===== src/rtl/mcb_pkg.sv =====
`timescale 1ns/1ps
package mcb_pkg;

  localparam int unsigned WORD_W = 32;

  localparam logic [WORD_W-1:0] MSG_ALIVE      = 32'h0000_0001;
  localparam logic [WORD_W-1:0] MSG_CONNECT    = 32'h0000_0002;
  localparam logic [WORD_W-1:0] MSG_DISCONNECT = 32'h0000_0003;
  localparam logic [WORD_W-1:0] MSG_DATA       = 32'h0000_0005;

  localparam logic [WORD_W-1:0] TX_TAG = 32'h8000_0000;

  localparam logic [7:0] CHAR_NEWLINE = 8'h0A;
  localparam logic [7:0] CHAR_RETURN  = 8'h0D;

  typedef struct packed {
    logic echo_alive;
    logic link_up;
    logic link_down;
    logic store;
    logic consume;
  } db_action_t;

endpackage


===== src/rtl/mcb_db_decode.sv =====
`timescale 1ns/1ps
module mcb_db_decode
  import mcb_pkg::*;
(
  input  logic [WORD_W-1:0] in_db,
  input  logic              out_db_idle,
  output db_action_t        act
);

  always_comb begin
    act = '0;
    if (in_db != '0) begin
      unique case (in_db)
        MSG_ALIVE: begin
          act.echo_alive = out_db_idle;
          act.consume    = out_db_idle;
        end
        MSG_CONNECT: begin
          act.link_up = 1'b1;
          act.consume = 1'b1;
        end
        MSG_DISCONNECT: begin
          act.link_down = 1'b1;
          act.consume   = 1'b1;
        end
        MSG_DATA: begin
          act.store   = 1'b1;
          act.consume = 1'b1;
        end
        default: begin
          act.consume = 1'b1;
        end
      endcase
    end
  end

endmodule


===== src/rtl/mcb_ring.sv =====
`timescale 1ns/1ps
module mcb_ring #(
  parameter int unsigned DEPTH  = 256,
  parameter int unsigned MARGIN = 4,
  parameter int unsigned DATA_W = 8
) (
  input  logic              clk,
  input  logic              rst_n,
  input  logic              flush,
  input  logic              wr_en,
  input  logic [DATA_W-1:0] wr_byte,
  input  logic              rd_en,
  output logic [DATA_W-1:0] rd_byte,
  output logic              avail,
  output logic              mbox_clear
);

  localparam int unsigned AW = $clog2(DEPTH);
  localparam logic [AW-1:0] THRESH = AW'(DEPTH - MARGIN);
  localparam logic [AW-1:0] BRIM   = AW'(DEPTH - 1);
  localparam logic [AW-1:0] ONE    = AW'(1);

  logic [DATA_W-1:0] mem [DEPTH];
  logic [AW-1:0] wr_ptr_q, wr_ptr_n;
  logic [AW-1:0] rd_ptr_q, rd_ptr_n;
  logic          full_q, full_n;
  logic          rd_fire;
  logic [AW-1:0] occ_q, occ_n;
  logic          release_n;

  assign avail   = (wr_ptr_q != rd_ptr_q);
  assign rd_byte = mem[rd_ptr_q];
  assign rd_fire = rd_en && avail && !flush;
  assign occ_q   = wr_ptr_q - rd_ptr_q;

  always_comb begin
    wr_ptr_n   = wr_ptr_q;
    rd_ptr_n   = rd_ptr_q;
    full_n     = full_q;
    release_n  = 1'b0;
    mbox_clear = 1'b0;
    if (flush) begin
      wr_ptr_n = '0;
      rd_ptr_n = '0;
      full_n   = 1'b0;
    end else begin
      if (wr_en)   wr_ptr_n = wr_ptr_q + ONE;
      if (rd_fire) rd_ptr_n = rd_ptr_q + ONE;
      if (wr_en) begin
        full_n     = (occ_n > THRESH);
        mbox_clear = !(occ_n > THRESH);
      end else if (rd_fire && full_q && (occ_n < THRESH)) begin
        full_n     = 1'b0;
        release_n  = 1'b1;
        mbox_clear = 1'b1;
      end
    end
  end

  assign occ_n = wr_ptr_n - rd_ptr_n;

  always_ff @(posedge clk or negedge rst_n) begin
    if (!rst_n) begin
      wr_ptr_q <= '0;
      rd_ptr_q <= '0;
      full_q   <= 1'b0;
    end else begin
      wr_ptr_q <= wr_ptr_n;
      rd_ptr_q <= rd_ptr_n;
      full_q   <= full_n;
    end
  end

  always_ff @(posedge clk) begin
    if (wr_en && !flush) mem[wr_ptr_q] <= wr_byte;
  end

  // while marked full the occupancy never drops below the threshold
  assert_full_band_R8: assert property (@(posedge clk) disable iff (!rst_n)
    full_q |-> (occ_q >= THRESH));

  // an empty read strobe leaves the read pointer alone
  assert_empty_read_hold_R10: assert property (@(posedge clk) disable iff (!rst_n)
    (rd_en && !avail && !flush) |=> $stable(rd_ptr_q));

  // the peer never overruns a ring holding DEPTH-1 bytes
  assert_no_overrun_R7: assert property (@(posedge clk) disable iff (!rst_n)
    (wr_en && !flush) |-> (occ_q != BRIM));

  // a release happens only on a read
  assert_release_on_read_R9: assert property (@(posedge clk) disable iff (!rst_n)
    release_n |-> rd_en);

endmodule


===== src/rtl/mcb_tx.sv =====
`timescale 1ns/1ps
module mcb_tx
  import mcb_pkg::*;
(
  input  logic              clk,
  input  logic              rst_n,
  input  logic              in_valid,
  input  logic [7:0]        in_char,
  input  logic              path_idle,
  input  logic              blocked,
  output logic              ready,
  output logic              launch,
  output logic [WORD_W-1:0] launch_word
);

  logic       hold_vld_q, hold_vld_n;
  logic [7:0] hold_chr_q, hold_chr_n;
  logic       cr_pend_q, cr_pend_n;
  logic       accept;

  assign ready       = !hold_vld_q;
  assign accept      = in_valid && !hold_vld_q;
  assign launch      = hold_vld_q && path_idle && !blocked;
  assign launch_word = TX_TAG | {{(WORD_W-8){1'b0}}, hold_chr_q};

  always_comb begin
    hold_vld_n = hold_vld_q;
    hold_chr_n = hold_chr_q;
    cr_pend_n  = cr_pend_q;
    if (launch) begin
      if (cr_pend_q) begin
        hold_chr_n = CHAR_RETURN;
        cr_pend_n  = 1'b0;
      end else begin
        hold_vld_n = 1'b0;
      end
    end
    if (accept) begin
      hold_vld_n = 1'b1;
      hold_chr_n = in_char;
      cr_pend_n  = (in_char == CHAR_NEWLINE);
    end
  end

  always_ff @(posedge clk or negedge rst_n) begin
    if (!rst_n) begin
      hold_vld_q <= 1'b0;
      hold_chr_q <= '0;
      cr_pend_q  <= 1'b0;
    end else begin
      hold_vld_q <= hold_vld_n;
      hold_chr_q <= hold_chr_n;
      cr_pend_q  <= cr_pend_n;
    end
  end

  // after a newline goes out the path stays busy for the return
  assert_return_follows_R4: assert property (@(posedge clk) disable iff (!rst_n)
    (launch && launch_word[7:0] == CHAR_NEWLINE) |=> !ready);

endmodule


===== src/rtl/mbox_console_bridge.sv =====
`timescale 1ns/1ps
module mbox_console_bridge
  import mcb_pkg::*;
#(
  parameter int unsigned RING_DEPTH  = 256,
  parameter int unsigned RING_MARGIN = 4
) (
  input  logic        clk,
  input  logic        rst_n,
  input  logic        peer_rx_mbox_we,
  input  logic [31:0] peer_rx_mbox_wdata,
  output logic [31:0] rx_mbox_q,
  input  logic        peer_tx_mbox_clr,
  output logic [31:0] tx_mbox_q,
  input  logic        peer_db_we,
  input  logic [31:0] peer_db_wdata,
  output logic [31:0] in_db_q,
  input  logic        peer_out_db_we,
  input  logic [31:0] peer_out_db_wdata,
  output logic [31:0] out_db_q,
  input  logic        tx_valid,
  input  logic [7:0]  tx_char,
  output logic        tx_ready,
  input  logic        rx_rd,
  output logic [7:0]  rx_data,
  output logic        rx_avail,
  output logic        connected
);

  db_action_t  act;
  logic        ring_clear;
  logic        tx_launch;
  logic [31:0] tx_word;
  logic [31:0] rx_mbox_n, tx_mbox_n, in_db_n, out_db_n;
  logic        conn_n;
  logic        path_idle;

  assign path_idle = (tx_mbox_q == '0) && (out_db_q == '0);

  mcb_db_decode i_decode (
    .in_db       (in_db_q),
    .out_db_idle (out_db_q == '0),
    .act         (act)
  );

  mcb_ring #(
    .DEPTH  (RING_DEPTH),
    .MARGIN (RING_MARGIN),
    .DATA_W (8)
  ) i_ring (
    .clk        (clk),
    .rst_n      (rst_n),
    .flush      (act.link_up),
    .wr_en      (act.store),
    .wr_byte    (rx_mbox_q[7:0]),
    .rd_en      (rx_rd),
    .rd_byte    (rx_data),
    .avail      (rx_avail),
    .mbox_clear (ring_clear)
  );

  mcb_tx i_tx (
    .clk         (clk),
    .rst_n       (rst_n),
    .in_valid    (tx_valid),
    .in_char     (tx_char),
    .path_idle   (path_idle),
    .blocked     (act.echo_alive),
    .ready       (tx_ready),
    .launch      (tx_launch),
    .launch_word (tx_word)
  );

  always_comb begin
    rx_mbox_n = rx_mbox_q;
    if (peer_rx_mbox_we)                rx_mbox_n = peer_rx_mbox_wdata;
    else if (act.link_up || ring_clear) rx_mbox_n = '0;

    tx_mbox_n = tx_mbox_q;
    if (tx_launch)             tx_mbox_n = tx_word;
    else if (peer_tx_mbox_clr) tx_mbox_n = '0;

    in_db_n = (act.consume ? '0 : in_db_q) | (peer_db_we ? peer_db_wdata : '0);

    out_db_n = out_db_q;
    if (act.echo_alive)     out_db_n = MSG_ALIVE;
    else if (tx_launch)     out_db_n = MSG_DATA;
    else if (peer_out_db_we) out_db_n = out_db_q & ~peer_out_db_wdata;

    conn_n = connected;
    if (act.link_up)        conn_n = 1'b1;
    else if (act.link_down) conn_n = 1'b0;
  end

  always_ff @(posedge clk or negedge rst_n) begin
    if (!rst_n) begin
      rx_mbox_q <= '0;
      tx_mbox_q <= '0;
      in_db_q   <= '0;
      out_db_q  <= '0;
      connected <= 1'b0;
    end else begin
      rx_mbox_q <= rx_mbox_n;
      tx_mbox_q <= tx_mbox_n;
      in_db_q   <= in_db_n;
      out_db_q  <= out_db_n;
      connected <= conn_n;
    end
  end

  // a loaded transmit mailbox is only changed by the peer
  assert_tx_hold_R3: assert property (@(posedge clk) disable iff (!rst_n)
    (tx_mbox_q != '0 && !peer_tx_mbox_clr) |=> $stable(tx_mbox_q));

  // every word in the transmit mailbox carries the valid tag
  assert_tx_tag_R2: assert property (@(posedge clk) disable iff (!rst_n)
    (tx_mbox_q != '0) |-> tx_mbox_q[31]);

  // an alive probe with a free outgoing doorbell is echoed next cycle
  assert_alive_echo_R5: assert property (@(posedge clk) disable iff (!rst_n)
    (in_db_q == MSG_ALIVE && out_db_q == '0) |=> (out_db_q == MSG_ALIVE));

  // connect zeroes the receive mailbox and marks the link up
  assert_connect_R6: assert property (@(posedge clk) disable iff (!rst_n)
    (in_db_q == MSG_CONNECT && !peer_rx_mbox_we) |=> (rx_mbox_q == '0 && connected));

  // non-alive doorbell values are consumed in one cycle
  assert_db_consumed_R11: assert property (@(posedge clk) disable iff (!rst_n)
    (in_db_q != '0 && in_db_q != MSG_ALIVE && !peer_db_we) |=> (in_db_q == '0));

endmodule


===== config.mk =====
export PLATFORM = sky130hd
export DESIGN_NAME = mbox_console_bridge
export DESIGN_NICKNAME = d
export VERILOG_FILES = /design/src/rtl/mcb_pkg.sv /design/src/rtl/mcb_db_decode.sv /design/src/rtl/mcb_ring.sv /design/src/rtl/mcb_tx.sv /design/src/rtl/mbox_console_bridge.sv
export SDC_FILE = /design/constraint.sdc
export NUM_CORES = 2
export LEC_CHECK = 0
export BUFFER_PORTS_ARGS = -buffer_cell sky130_fd_sc_hd__buf_2
export CAP_MARGIN = 20
export CORE_MARGIN = 4
export CORE_UTILIZATION = 30
export CTS_CLUSTER_DIAMETER = 80
export DETAILED_ROUTE_END_ITERATION = 12
export PLACE_DENSITY_LB_ADDON = 0.1
export SETUP_SLACK_MARGIN = 0.1
export SLEW_MARGIN = 20
export SYNTH_ARGS = -nofsm -noshare
export SYNTH_HDL_FRONTEND = slang
export SYNTH_HIERARCHICAL = 1
export SYNTH_SLANG_ARGS = --single-unit
export TNS_END_PERCENT = 5

===== constraint.sdc =====
create_clock -name clk -period 7.1 [get_ports clk]
set_clock_uncertainty 0.05 [all_clocks]
set_input_delay 0.355 -clock clk [delete_from_list [all_inputs] [get_ports clk]]
set_output_delay 0.355 -clock clk [all_outputs]
set_load 0.05 [all_outputs]

==> impl_results.md <==
- Synthesized cell area: 86,100 um2
- Synth area leaders: edfxtp_1, mux4_2, dfrtp_1
- DP Wirelength: approximately 150,000 um
- Clk root buf: clkbuf_16
- Async SR Flop Fraction: approximately 7.1%
- Maximum net fanout on the critical path: 83
- Commonest cells after routing, fill and taps aside: edfxtp_1, mux4_2, nor2_1
- Worst slew pin tran: 1260 ps
- Final slew viol count: 0
- Max cap viols: 0
- Fmax: between 0.15 and 0.2 GHz
- Reg2reg start: i_ring/rd_ptr_q[3]$_DFF_PN0_
- Buffer depth of the longest clock path: 4
- Crit share post-route: between 80 and 90%
- H-tree level count: 4
- Starting Density: a little under a third
- Max-slew headroom: between 10% and 20%
- Critical Path Max Stage Delay: around 830 ps
- Critical path arrival: between 5000 and 6000 ps
- Post-synth top area share: approximately 71%
- Setup slack, reg-to-reg: 1170 ps
- PortBufs: 250
- Routed length per placed instance: around 29 um
- Vias per cell: roughly 5
- Cts bufs inserted: about 250
- Crit-path cells: buf_12 > buf_4 > mux4_2 > mux4_2 > mux2i_1 > a221oi_1 > a22o_1 > buf_2
- HP Class: in2reg
- Clock Sink Count: between 2,000 and 2,500
- RSZ-0062 raised after global routing: no
- Initial antenna violation count: 12
- Cell variety after synth: 64
- Hold WS: 95.3 ps
- Total wire length: 248,000 um
- Setup TNS: 0 ps
- GP Congestion: between 0.7 and 0.8
- Die area: between 200,000 and 300,000 um2
- Routed Antenna Nets: 0
- Clk_lat worst skew: 900 ps
- Layout cell share with drive strength beyond 1: around 28%
- Pwr Density: around 370 nW/um2
- Part of the Yosys area used for sequential elements: between 70% and 80%
- First-pass GRT wire length: 352,000 um
- Drt first pass iters: 7
- Lkg Pwr: 32.6 nW
- Worst reg2reg path endpoint: rx_mbox_q[14]$_DFFE_PN0P_
- Gr usage total: around 17%
- Iteration-0 DRC Markers: approximately 3,600
- P&R area growth vs syn: 18.0%
- Worst hold path endpoint: rx_mbox_q[11]$_DFFE_PN0P_
- Fin nets: between 4,000 and 5,000
- Min cycle time layout: just over 6000 ps
- Endpoints failing setup: 0
- CORE AREA: 285,000 um2
- Clock share of power: between 30% and 40%
- Worst path slowest cell: dfrtp_4
- YS warnings: 6
- CTS Hold Buffers Added: about 200
- Yosys reg bits: around 2,200
- Cts repair resizes: 0
- Postcts setup bufs: 0
- Crit path kind: reg2out
- Logic pwr share: 28.3%
- Mapped Cells: just over 4,000
- Layout Utilization: 35.6%
- Die width: approximately 540 um
- Area leader, netlist: edfxtp_1
- Main synth FF type: edfxtp_1
- Total vias in the final route: approximately 42,000
- P_sw: around 12 mW
- Vias in the first global route: 44,400
- Critical path launch point type: flip-flop
- Ports: around 250
- Crit end category: output port
- Number of flops mapped to enable cells by yosys: a little over 2,000
- Flop pwr share: approximately 40%
- Worst path most repeated cell: mux4_2
- Largest net degree at the start of global routing: between 150 and 200
- Hold Path Stages: 2
- Int Pwr: 26.1 mW
- Most common cell after layout, fill and taps aside: edfxtp_1
- Hold Fails Final Rpt: 0
- CP required: between 6000 and 7000 ps
- Remaining Overflow, GRT: 0
- Clk slew on worst S/H paths: 60 ps
- VDD IR max: between 0.3 and 0.4 mV
- Drt drc: 0
- Status: finished, final reports clean
- HP Start: peer_rx_mbox_we
- Mapped Avg Cell Area: 21.0 um2
- CTS tree: done
- Worst Reg-to-Reg Cells: 18
- Net Sw Frac: roughly 31%
- Die H: roughly 540 um
- Row cnt: around 200
[per-stage QoR]
step,instance area (um2),setup slack (ps),power [mW],std cells
6_report,102000,870,37.8,8603
5_1_grt,102000,626,39.4,8597
4_1_cts,101000,768,38.6,8593
3_5_place_dp,91800,1630,26.0,7954
3_3_place_gp,91800,1280,26.0,7953
2_1_floorplan,86200,1950,21.9,4124
[flip-flops by register name, summed over array words and instances (netlist names)]
name and count:
i_tx/hold_chr_q 8, out_db_q 32, rx_mbox_q 32, i_tx/cr_pend_q 1
i_ring/mem 2048, i_ring/full_q 1, i_ring/rd_ptr_q 8, in_db_q 32
i_ring/wr_ptr_q 8, tx_mbox_q 32, connected 1, i_tx/hold_vld_q 1
[area by class of cell]
class                           count  area, um2
Fill cell                       26700     184000
Sequential cell                  2204      65500
Multi-Input combinational cell   1610      19400
Clock buffer                      328       6680
Tap cell                         3762       4710
Timing Repair Buffer              533       4120
Clock inverter                    115       1030
Inverter                           44        165
Antenna cell                        7       17.5
[worst max-delay path: cells and delay by family (launching register included)]
kind	cells	cell delay, ps
DFF	1	830
buffers and inverters	3	1580
muxes	3	1690
AOI/OAI and AO/OA	2	580
[per-layer routing]
| layer | vias up | GRT usage, % | routed length (um) |
|---|---|---|---|
| li1 | 17900 | - | - |
| met1 | 23300 | 23.5 | 112000 |
| met2 | 880 | 27.4 | 121000 |
| met3 | 296 | 1.99 | 8840 |
| met4 | 0 | 4.05 | 5560 |
| met5 | - | 0 | 0 |
[worst max-delay path by stage]
stage	slack (ps)	end	depth (start not counted)	startpoint
after CTS	770	rx_data[7]	9	i_ring/rd_ptr_q[0]$_DFF_PN0_
after global routing	630	rx_data[0]	8	i_ring/rd_ptr_q[0]$_DFF_PN0_
after global placement	1280	rx_mbox_q[1]$_DFFE_PN0P_	16	i_ring/rd_ptr_q[3]$_DFF_PN0_
after floorplan	1950	rx_mbox_q[1]$_DFFE_PN0P_	18	in_db_q[26]$_DFF_PN0_
final	870	rx_data[0]	8	i_ring/rd_ptr_q[0]$_DFF_PN0_
after detailed placement	1630	rx_mbox_q[23]$_DFFE_PN0P_	17	i_ring/rd_ptr_q[3]$_DFF_PN0_
[synth_stat cells (all sizes together) (4+ instances only)]
| master | count |
|---|---|
| a22oi | 56 |
| inv | 43 |
| nand3 | 52 |
| nor4 | 26 |
| nor3 | 9 |
| nand4 | 17 |
| xor2 | 20 |
| and3 | 31 |
| and2 | 5 |
| buf | 145 |
| mux2 | 19 |
| a221oi | 4 |
| a21oi | 25 |
| a31oi | 7 |
| o22ai | 8 |
| dfrtp | 156 |
| a211oi | 4 |
| ha | 13 |
| or2 | 10 |
| edfxtp | 2048 |
| nor2 | 287 |
| nand2b | 36 |
| nor2b | 17 |
| nand2 | 140 |
| mux4 | 603 |
| clkbuf | 121 |
| xnor2 | 5 |
| a22o | 44 |
| mux2i | 35 |
| o21ai | 80 |
[power groups by stage]
stage          registers (mW)  logic, mW  clock network (mW)
6_report                 14.8       10.7                12.3
3_5_place_dp             15.1       10.9                   0
3_3_place_gp             15.1       10.9                   0
2_1_floorplan            15.2       6.71                   0
4_1_cts                  14.8       11.1                12.7
5_1_grt                  14.8       11.3                13.3
[cell families (layout without fill, tap and decap cells)]
group	count (synthesis)	in the layout	synth area share, %
other	2	31	0.00872
muxes	657	657	16.4
adders and majority gates	14	14	0.212
DFF	2204	2204	76.0
buffers and inverters	310	1020	1.76
and+or+nand+nor	640	640	3.41
xor gates and xnor gates	26	26	0.280
AOI/OAI and AO/OA	249	249	1.94
Power figures use the tool's default switching activity.
